$ cat config.mk
export PLATFORM = sky130hd
export DESIGN_NAME = dac_serial_ctrl
export DESIGN_NICKNAME = d
export VERILOG_FILES = /design/src/rtl/dac_ctrl_pkg.sv /design/src/rtl/dac_ctrl_sync.sv /design/src/rtl/dac_ctrl_rx.sv /design/src/rtl/dac_ctrl_regs.sv /design/src/rtl/dac_serial_ctrl.sv
export SDC_FILE = /design/constraint.sdc
export NUM_CORES = 1
export LEC_CHECK = 0
export ABC_AREA = 1
export BUFFER_PORTS_ARGS = -buffer_cell sky130_fd_sc_hd__buf_2
export CAP_MARGIN = 10
export CORE_MARGIN = 4
export CORE_UTILIZATION = 50
export DETAILED_ROUTE_END_ITERATION = 7
export PLACE_DENSITY = 0.68
export SETUP_SLACK_MARGIN = 0.4
export SYNTH_ARGS = -nofsm -noshare
export SYNTH_HDL_FRONTEND = slang
export SYNTH_SLANG_ARGS = --single-unit
$ cat constraint.sdc
create_clock -name clk -period 2.55 [get_ports clk]
set_input_delay 0.255 -clock clk [delete_from_list [all_inputs] [get_ports clk]]
set_output_delay 0.255 -clock clk [all_outputs]
set_load 0.03 [all_outputs]
$ cat src/rtl/dac_ctrl_pkg.sv
package dac_ctrl_pkg;

  localparam int FRAME_BITS = 24;
  localparam int WORD_BITS  = 16;

  typedef enum logic [3:0] {
    OP_LOAD     = 4'b0000,
    OP_COMMIT   = 4'b0001,
    OP_LOAD_GO  = 4'b0011,
    OP_SLEEP    = 4'b0100,
    OP_REF_INT  = 4'b0110,
    OP_REF_EXT  = 4'b0111
  } op_e;

  typedef struct packed {
    logic [3:0]           op;
    logic [3:0]           unused;
    logic [WORD_BITS-1:0] word;
  } frame_t;

endpackage

$ cat src/rtl/dac_ctrl_sync.sv
module dac_ctrl_sync #(
  parameter int               WIDTH   = 3,
  parameter int               STAGES  = 2,
  parameter logic [WIDTH-1:0] RST_VAL = '0
) (
  input  logic             clk,
  input  logic             rst_n,
  input  logic [WIDTH-1:0] d_i,
  output logic [WIDTH-1:0] q_o
);

  logic [STAGES-1:0][WIDTH-1:0] stage_q;
  logic [STAGES-1:0][WIDTH-1:0] stage_nxt;

  genvar g;
  generate
    for (g = 0; g < STAGES; g++) begin : g_stage
      if (g == 0) begin : g_first
        always_comb stage_nxt[g] = d_i;
      end else begin : g_rest
        always_comb stage_nxt[g] = stage_q[g-1];
      end

      always_ff @(posedge clk or negedge rst_n) begin
        if (!rst_n) stage_q[g] <= RST_VAL;
        else        stage_q[g] <= stage_nxt[g];
      end
    end
  endgenerate

  assign q_o = stage_q[STAGES-1];

endmodule

$ cat src/rtl/dac_ctrl_rx.sv
module dac_ctrl_rx
  import dac_ctrl_pkg::*;
(
  input  logic   clk,
  input  logic   rst_n,
  input  logic   cs_n_s,
  input  logic   sck_s,
  input  logic   sdi_s,
  output frame_t frame_o,
  output logic   exec_o
);

  localparam int CNT_W = $clog2(FRAME_BITS + 1);
  localparam logic [CNT_W-1:0] CNT_FULL = CNT_W'(FRAME_BITS);

  logic                  sck_d_q, cs_d_q;
  logic [FRAME_BITS-1:0] shift_q, shift_nxt;
  logic [CNT_W-1:0]      cnt_q, cnt_nxt;
  logic                  exec_q, exec_nxt;
  logic                  sck_rise, cs_rise, shift_en;

  assign sck_rise = sck_s & ~sck_d_q;
  assign cs_rise  = cs_n_s & ~cs_d_q;
  assign shift_en = sck_rise & ~cs_n_s;

  always_comb begin
    shift_nxt = shift_q;
    cnt_nxt   = cnt_q;
    if (shift_en) shift_nxt = {shift_q[FRAME_BITS-2:0], sdi_s};
    if (cs_n_s)                          cnt_nxt = '0;
    else if (shift_en && cnt_q != CNT_FULL) cnt_nxt = cnt_q + 1'b1;
    exec_nxt = cs_rise && (cnt_q == CNT_FULL);
  end

  always_ff @(posedge clk or negedge rst_n) begin
    if (!rst_n) begin
      sck_d_q <= 1'b0;
      cs_d_q  <= 1'b1;
      shift_q <= '0;
      cnt_q   <= '0;
      exec_q  <= 1'b0;
    end else begin
      sck_d_q <= sck_s;
      cs_d_q  <= cs_n_s;
      if (shift_en) shift_q <= shift_nxt;
      cnt_q   <= cnt_nxt;
      exec_q  <= exec_nxt;
    end
  end

  assign frame_o = frame_t'(shift_q);
  assign exec_o  = exec_q;

  a_r10_count_bound: assert property (@(posedge clk) disable iff (!rst_n)
    cnt_q <= CNT_FULL);

  a_r12_exec_single: assert property (@(posedge clk) disable iff (!rst_n)
    exec_q |=> !exec_q);

  a_r12_no_shift_deselected: assert property (@(posedge clk) disable iff (!rst_n)
    cs_n_s && cs_d_q |=> $stable(shift_q));

endmodule

$ cat src/rtl/dac_ctrl_regs.sv
module dac_ctrl_regs
  import dac_ctrl_pkg::*;
#(
  parameter int RES_BITS      = 12,
  parameter bit FORCE_INT_REF = 1'b0
) (
  input  logic                clk,
  input  logic                rst_n,
  input  logic                exec_i,
  input  frame_t              frame_i,
  input  logic                ref_strap_i,
  output logic [RES_BITS-1:0] code_o,
  output logic                pd_o,
  output logic                ref_int_o
);

  localparam int CODE_LSB = WORD_BITS - RES_BITS;

  logic [RES_BITS-1:0] in_q, in_nxt;
  logic [RES_BITS-1:0] dac_q, dac_nxt;
  logic                pd_q, pd_nxt;
  logic                ref_q, ref_nxt;
  logic                boot_q;
  logic [RES_BITS-1:0] new_code;
  logic                do_load, do_commit;

  assign new_code = frame_i.word[WORD_BITS-1:CODE_LSB];

  always_comb begin
    do_load   = 1'b0;
    do_commit = 1'b0;
    pd_nxt    = pd_q;
    ref_nxt   = ref_q;
    if (!boot_q) begin
      ref_nxt = FORCE_INT_REF ? 1'b1 : ref_strap_i;
    end
    if (exec_i) begin
      unique case (frame_i.op)
        OP_LOAD:    do_load = 1'b1;
        OP_COMMIT:  begin do_commit = 1'b1; pd_nxt = 1'b0; end
        OP_LOAD_GO: begin do_load = 1'b1; do_commit = 1'b1; pd_nxt = 1'b0; end
        OP_SLEEP:   pd_nxt  = 1'b1;
        OP_REF_INT: ref_nxt = 1'b1;
        OP_REF_EXT: ref_nxt = 1'b0;
        default:    ;
      endcase
    end
    in_nxt  = do_load ? new_code : in_q;
    dac_nxt = dac_q;
    if (do_commit) dac_nxt = do_load ? new_code : in_q;
  end

  always_ff @(posedge clk or negedge rst_n) begin
    if (!rst_n) begin
      in_q   <= '0;
      dac_q  <= '0;
      pd_q   <= 1'b0;
      ref_q  <= 1'b0;
      boot_q <= 1'b0;
    end else begin
      if (do_load)   in_q  <= in_nxt;
      if (do_commit) dac_q <= dac_nxt;
      pd_q   <= pd_nxt;
      ref_q  <= ref_nxt;
      boot_q <= 1'b1;
    end
  end

  assign code_o    = dac_q;
  assign pd_o      = pd_q;
  assign ref_int_o = ref_q;

  a_r4_commit_wakes: assert property (@(posedge clk) disable iff (!rst_n)
    exec_i && (frame_i.op == OP_COMMIT || frame_i.op == OP_LOAD_GO) |=> !pd_q);

  a_r6_sleep_holds_code: assert property (@(posedge clk) disable iff (!rst_n)
    exec_i && frame_i.op == OP_SLEEP |=> pd_q && $stable(dac_q));

  a_r12_idle_stable: assert property (@(posedge clk) disable iff (!rst_n)
    !exec_i |=> $stable(dac_q) && $stable(in_q) && $stable(pd_q));

  a_r2_strap_ignored: assert property (@(posedge clk) disable iff (!rst_n)
    boot_q && !exec_i |=> $stable(ref_q));

  a_r11_reserved_inert: assert property (@(posedge clk) disable iff (!rst_n)
    exec_i && !(frame_i.op inside {OP_LOAD, OP_COMMIT, OP_LOAD_GO, OP_SLEEP,
                                    OP_REF_INT, OP_REF_EXT})
    |=> $stable(dac_q) && $stable(in_q) && $stable(pd_q) && $stable(ref_q));

  a_r3_load_keeps_output: assert property (@(posedge clk) disable iff (!rst_n)
    exec_i && frame_i.op == OP_LOAD |=> $stable(dac_q));

endmodule

$ cat src/rtl/dac_serial_ctrl.sv
module dac_serial_ctrl
  import dac_ctrl_pkg::*;
#(
  parameter int RES_BITS      = 12,
  parameter bit FORCE_INT_REF = 1'b0,
  parameter int SYNC_STAGES   = 2
) (
  input  logic                clk,
  input  logic                rst_n,
  input  logic                cs_n_i,
  input  logic                sck_i,
  input  logic                sdi_i,
  input  logic                ref_strap_i,
  output logic [RES_BITS-1:0] dac_code_o,
  output logic                pwr_down_o,
  output logic                ref_int_o
);

  logic [2:0] pins_s;
  frame_t     frame;
  logic       exec;

  dac_ctrl_sync #(
    .WIDTH   (3),
    .STAGES  (SYNC_STAGES),
    .RST_VAL (3'b001)
  ) u_sync (
    .clk   (clk),
    .rst_n (rst_n),
    .d_i   ({sdi_i, sck_i, cs_n_i}),
    .q_o   (pins_s)
  );

  dac_ctrl_rx u_rx (
    .clk     (clk),
    .rst_n   (rst_n),
    .cs_n_s  (pins_s[0]),
    .sck_s   (pins_s[1]),
    .sdi_s   (pins_s[2]),
    .frame_o (frame),
    .exec_o  (exec)
  );

  dac_ctrl_regs #(
    .RES_BITS      (RES_BITS),
    .FORCE_INT_REF (FORCE_INT_REF)
  ) u_regs (
    .clk         (clk),
    .rst_n       (rst_n),
    .exec_i      (exec),
    .frame_i     (frame),
    .ref_strap_i (ref_strap_i),
    .code_o      (dac_code_o),
    .pd_o        (pwr_down_o),
    .ref_int_o   (ref_int_o)
  );

endmodule

==> metrics.txt <==
status completed; Post-synth EDFFs 0; remaining antenna violation count after routing 0; starting utilization of the core area 0.514; clock tree from TritonCTS built; Congestion Overflow GR 0; path class of the lowest-slack min-delay path in -> async; # rows 26; number of pins exceeding their max-slew limit in the final report 0; leading cell types by count after synthesis nand2_1 (90), dfrtp_1 (62), inv_1 (38), nand3_1 (29), o21ai_0 (21); number of global-route vias before repair around 1.9k; final instance area 3010 µm²; category of the most critical setup path reg -> reg; Routed wire per std cell about 12 µm; NumNets Final 317; final number of setup-violating endpoints 0; Met3 Routed Length between 200 and 300 µm; total global-route track usage 0.172; Worst Setup SP u_rx.frame_o[22]; top layer used by detailed routing met4; Lkg Pwr roughly 1.6 nW; fill cell instance count of the final layout between 400 and 500; R2R Path Start u_rx.frame_o[22]; max cap viols 0; Clk Latency, worst-skew pair between 0.3 and 0.4 ns; DRC violation count after routing 0; Synth Cell Area ~2600 µm²; maximum number of pins on one net before global-route repair 66; post-detailed-placement cell area 2760 µm²; drt first-iter violations 141; most area-consuming cells after synthesis dfrtp_1 (59%), nand2_1 (13%), nand3_1 (5.5%); Vert. Die Dim 80.4 µm; area taken by multi-input logic gates between 700 and 800 µm²; Ys Warns 0; synthesis-to-finish area growth 14.6%; total clock buffers created by CTS 9; Synth Register Bits 65; count of different cell masters after synthesis 23; share of final-layout standard cells stronger than drive strength 1 0.143; number of sinks handled by clock tree synthesis 65; proportion of netlist area held by the largest area contributor 0.591; vias after detailed routing between 1.5k and 2k; DIE AREA 6470 µm²; pin slew with the least headroom to its limit 0.786 ns; total met2 wirelength after detailed routing between 1.5 and 2 mm; post-cts sizing count 0; maximum buffer depth of the clock tree 2; First-pass DRT Iterations 4; detailed placement HPWL roughly 2.9 mm; endpoint kind of the worst setup timing path flop; clk slew on worst S/H paths 0.07 ns; maximum fanout along the worst path 14; Most used DFF post-synth dfrtp_1; Data required, critical path 2.82 ns; Std-Cell Core Area around 5000 µm²; Post-synth ARST share 1.00; areal power density over the cells ~710 nW/µm²; first-pass GRT wire length approximately 8.3 mm; Yosys top cell by area dfrtp_1; number of antenna violations at the first check in global routing 0; type of element launching the critical path flop; clock tree root buffer cell clkbuf_8; Relative slew margins 0.476; sequential element share of the synthesized area 0.621; floorplan die width 80.4 µm; period utilisation layout 0.627; Mean Syn Cell Area between 9 and 10 µm²; antenna diode count 0; leading cell type by number of instances after synthesis nand2_1; Reg area approximately 1600 µm²; flop2flop setup slack roughly 0.95 ns; worst hold slack ~0.083 ns; number of cells produced by synthesis around 280; final wirelength approximately 4.5 mm; worst clock skew roughly 0.0089 ns; IR Drop Worst-Case VDD 616 µV; number of buffers added on ports 19; number of nets in the synthesized netlist ~290; Worst Path Arrival 1.87 ns; count of final hold-check violations 0; RD Place Congestion around 0.75; CTS H-tree depth 3; cells on worst reg2reg path 7; setup tns final 0 ns; Post-Route M1 WL 2.17 mm; minimum clock period after layout approximately 1.6 ns; end of the critical path u_regs.code_o[5]; Worst R2R End u_regs.code_o[5]; setup repair after global routing missed its margin false; maximum achievable frequency roughly 0.63 GHz; boundary pin count 20; ratio of routed vias to standard cells approximately 4.7
registers in the layout, indices dropped and copies added, names as in the netlist:
name	cells
u_regs.boot_q	1
u_regs.code_o	12
u_regs.in_q	12
u_regs.pd_o	1
u_regs.ref_int_o	1
u_rx.cnt_q	5
u_rx.cs_d_q	1
u_rx.exec_o	1
u_rx.frame_o	24
u_rx.sck_d_q	1
u_sync.q_o	3
u_sync.stage_nxt	3
cells in the final DEF (no fill, tap or decap), types with 2 or more instances in the layout:
master,count
nand2_1,90
dfrtp_1,62
inv_1,38
nand3_1,29
o21ai_0,21
buf_2,19
and2_1,12
clkbuf_8,9
nand2_2,3
nor3_1,3
nor2_1,3
dlygate4sd3_1,3
dfstp_2,3
ha_1,2
bufinv_16,2
clkinv_2,2
clkinv_4,2
buf_4,2
worst min path at each step:
stage / startpoint / to / slack (ns) / cells past startpoint
5_1_grt: rst_n / u_rx.cnt_q[0] / 0.14 / 2
3_5_place_dp: u_sync.stage_nxt[5] / u_sync.q_o[2] / 0.34 / 0
4_1_cts: rst_n / u_rx.cnt_q[0] / 0.11 / 2
3_3_place_gp: u_sync.stage_nxt[4] / u_sync.q_o[1] / 0.33 / 0
2_1_floorplan: rst_n / u_regs.boot_q / -0.04 / 0
6_report: rst_n / u_rx.cnt_q[0] / 0.08 / 2
through the flow:
stage | setup WS [ns] | utilization | total power [W] | instances
2_1_floorplan | 1.32 | - | 0.00116 | 284
3_3_place_gp | 1.05 | 0.540 | 0.00120 | 365
3_5_place_dp | 0.975 | 0.540 | 0.00121 | 365
4_1_cts | 0.958 | 0.589 | 0.00216 | 384
5_1_grt | 0.780 | 0.589 | 0.00223 | 384
6_report | 0.951 | 0.589 | 0.00213 | 384
power by group:
group / switching, W / internal [W]
clock: 0.000396 / 0.000549
combinational: 0.0000670 / 0.0000284
sequential: 0.0000190 / 0.00107
total: 0.000482 / 0.00165
layer usage:
metal / global-route usage / vias to the layer above
li1: - / 924
met5: 0 / -
met2: 0.257 / 41
met4: 0.0760 / 0
met3: 0.0706 / 9
met1: 0.218 / 844
critical path, cell delays in order (launching register included):
cell and delay (ns):
dfrtp_1 0.39, inv_1 0.07, nand2_1 0.08, nor2_4 0.26, nand2_2 0.26, inv_2 0.26
nand3_1 0.12, nand2_1 0.08
final cells by class:
cell class                      instances  area share
Sequential cell                        65       0.542
Multi-Input combinational cell        170       0.261
Inverter                               39      0.0487
Timing Repair Buffer                   24      0.0466
Clock buffer                            9      0.0412
Clock inverter                          7      0.0316
Tap cell                               70      0.0291
logic make-up (layout without fill, tap and decap cells):
group / after synthesis / in the layout / share of synthesized area
simple gates: 142 / 142 / 0.237
flops: 65 / 65 / 0.621
buf+inv: 49 / 79 / 0.0801
compound gates: 24 / 24 / 0.0477
fa+ha+maj: 2 / 2 / 0.00954
other cells: 1 / 1 / 0.00143
xor+xnor: 1 / 1 / 0.00334
what timing repair did:
item	in CTS	in global routing
setup endpoints to repair	0	0
buffers inserted	0	0
hold endpoints to repair	3	0
hold buffers	3	0
(Power assumes the default switching activity.)
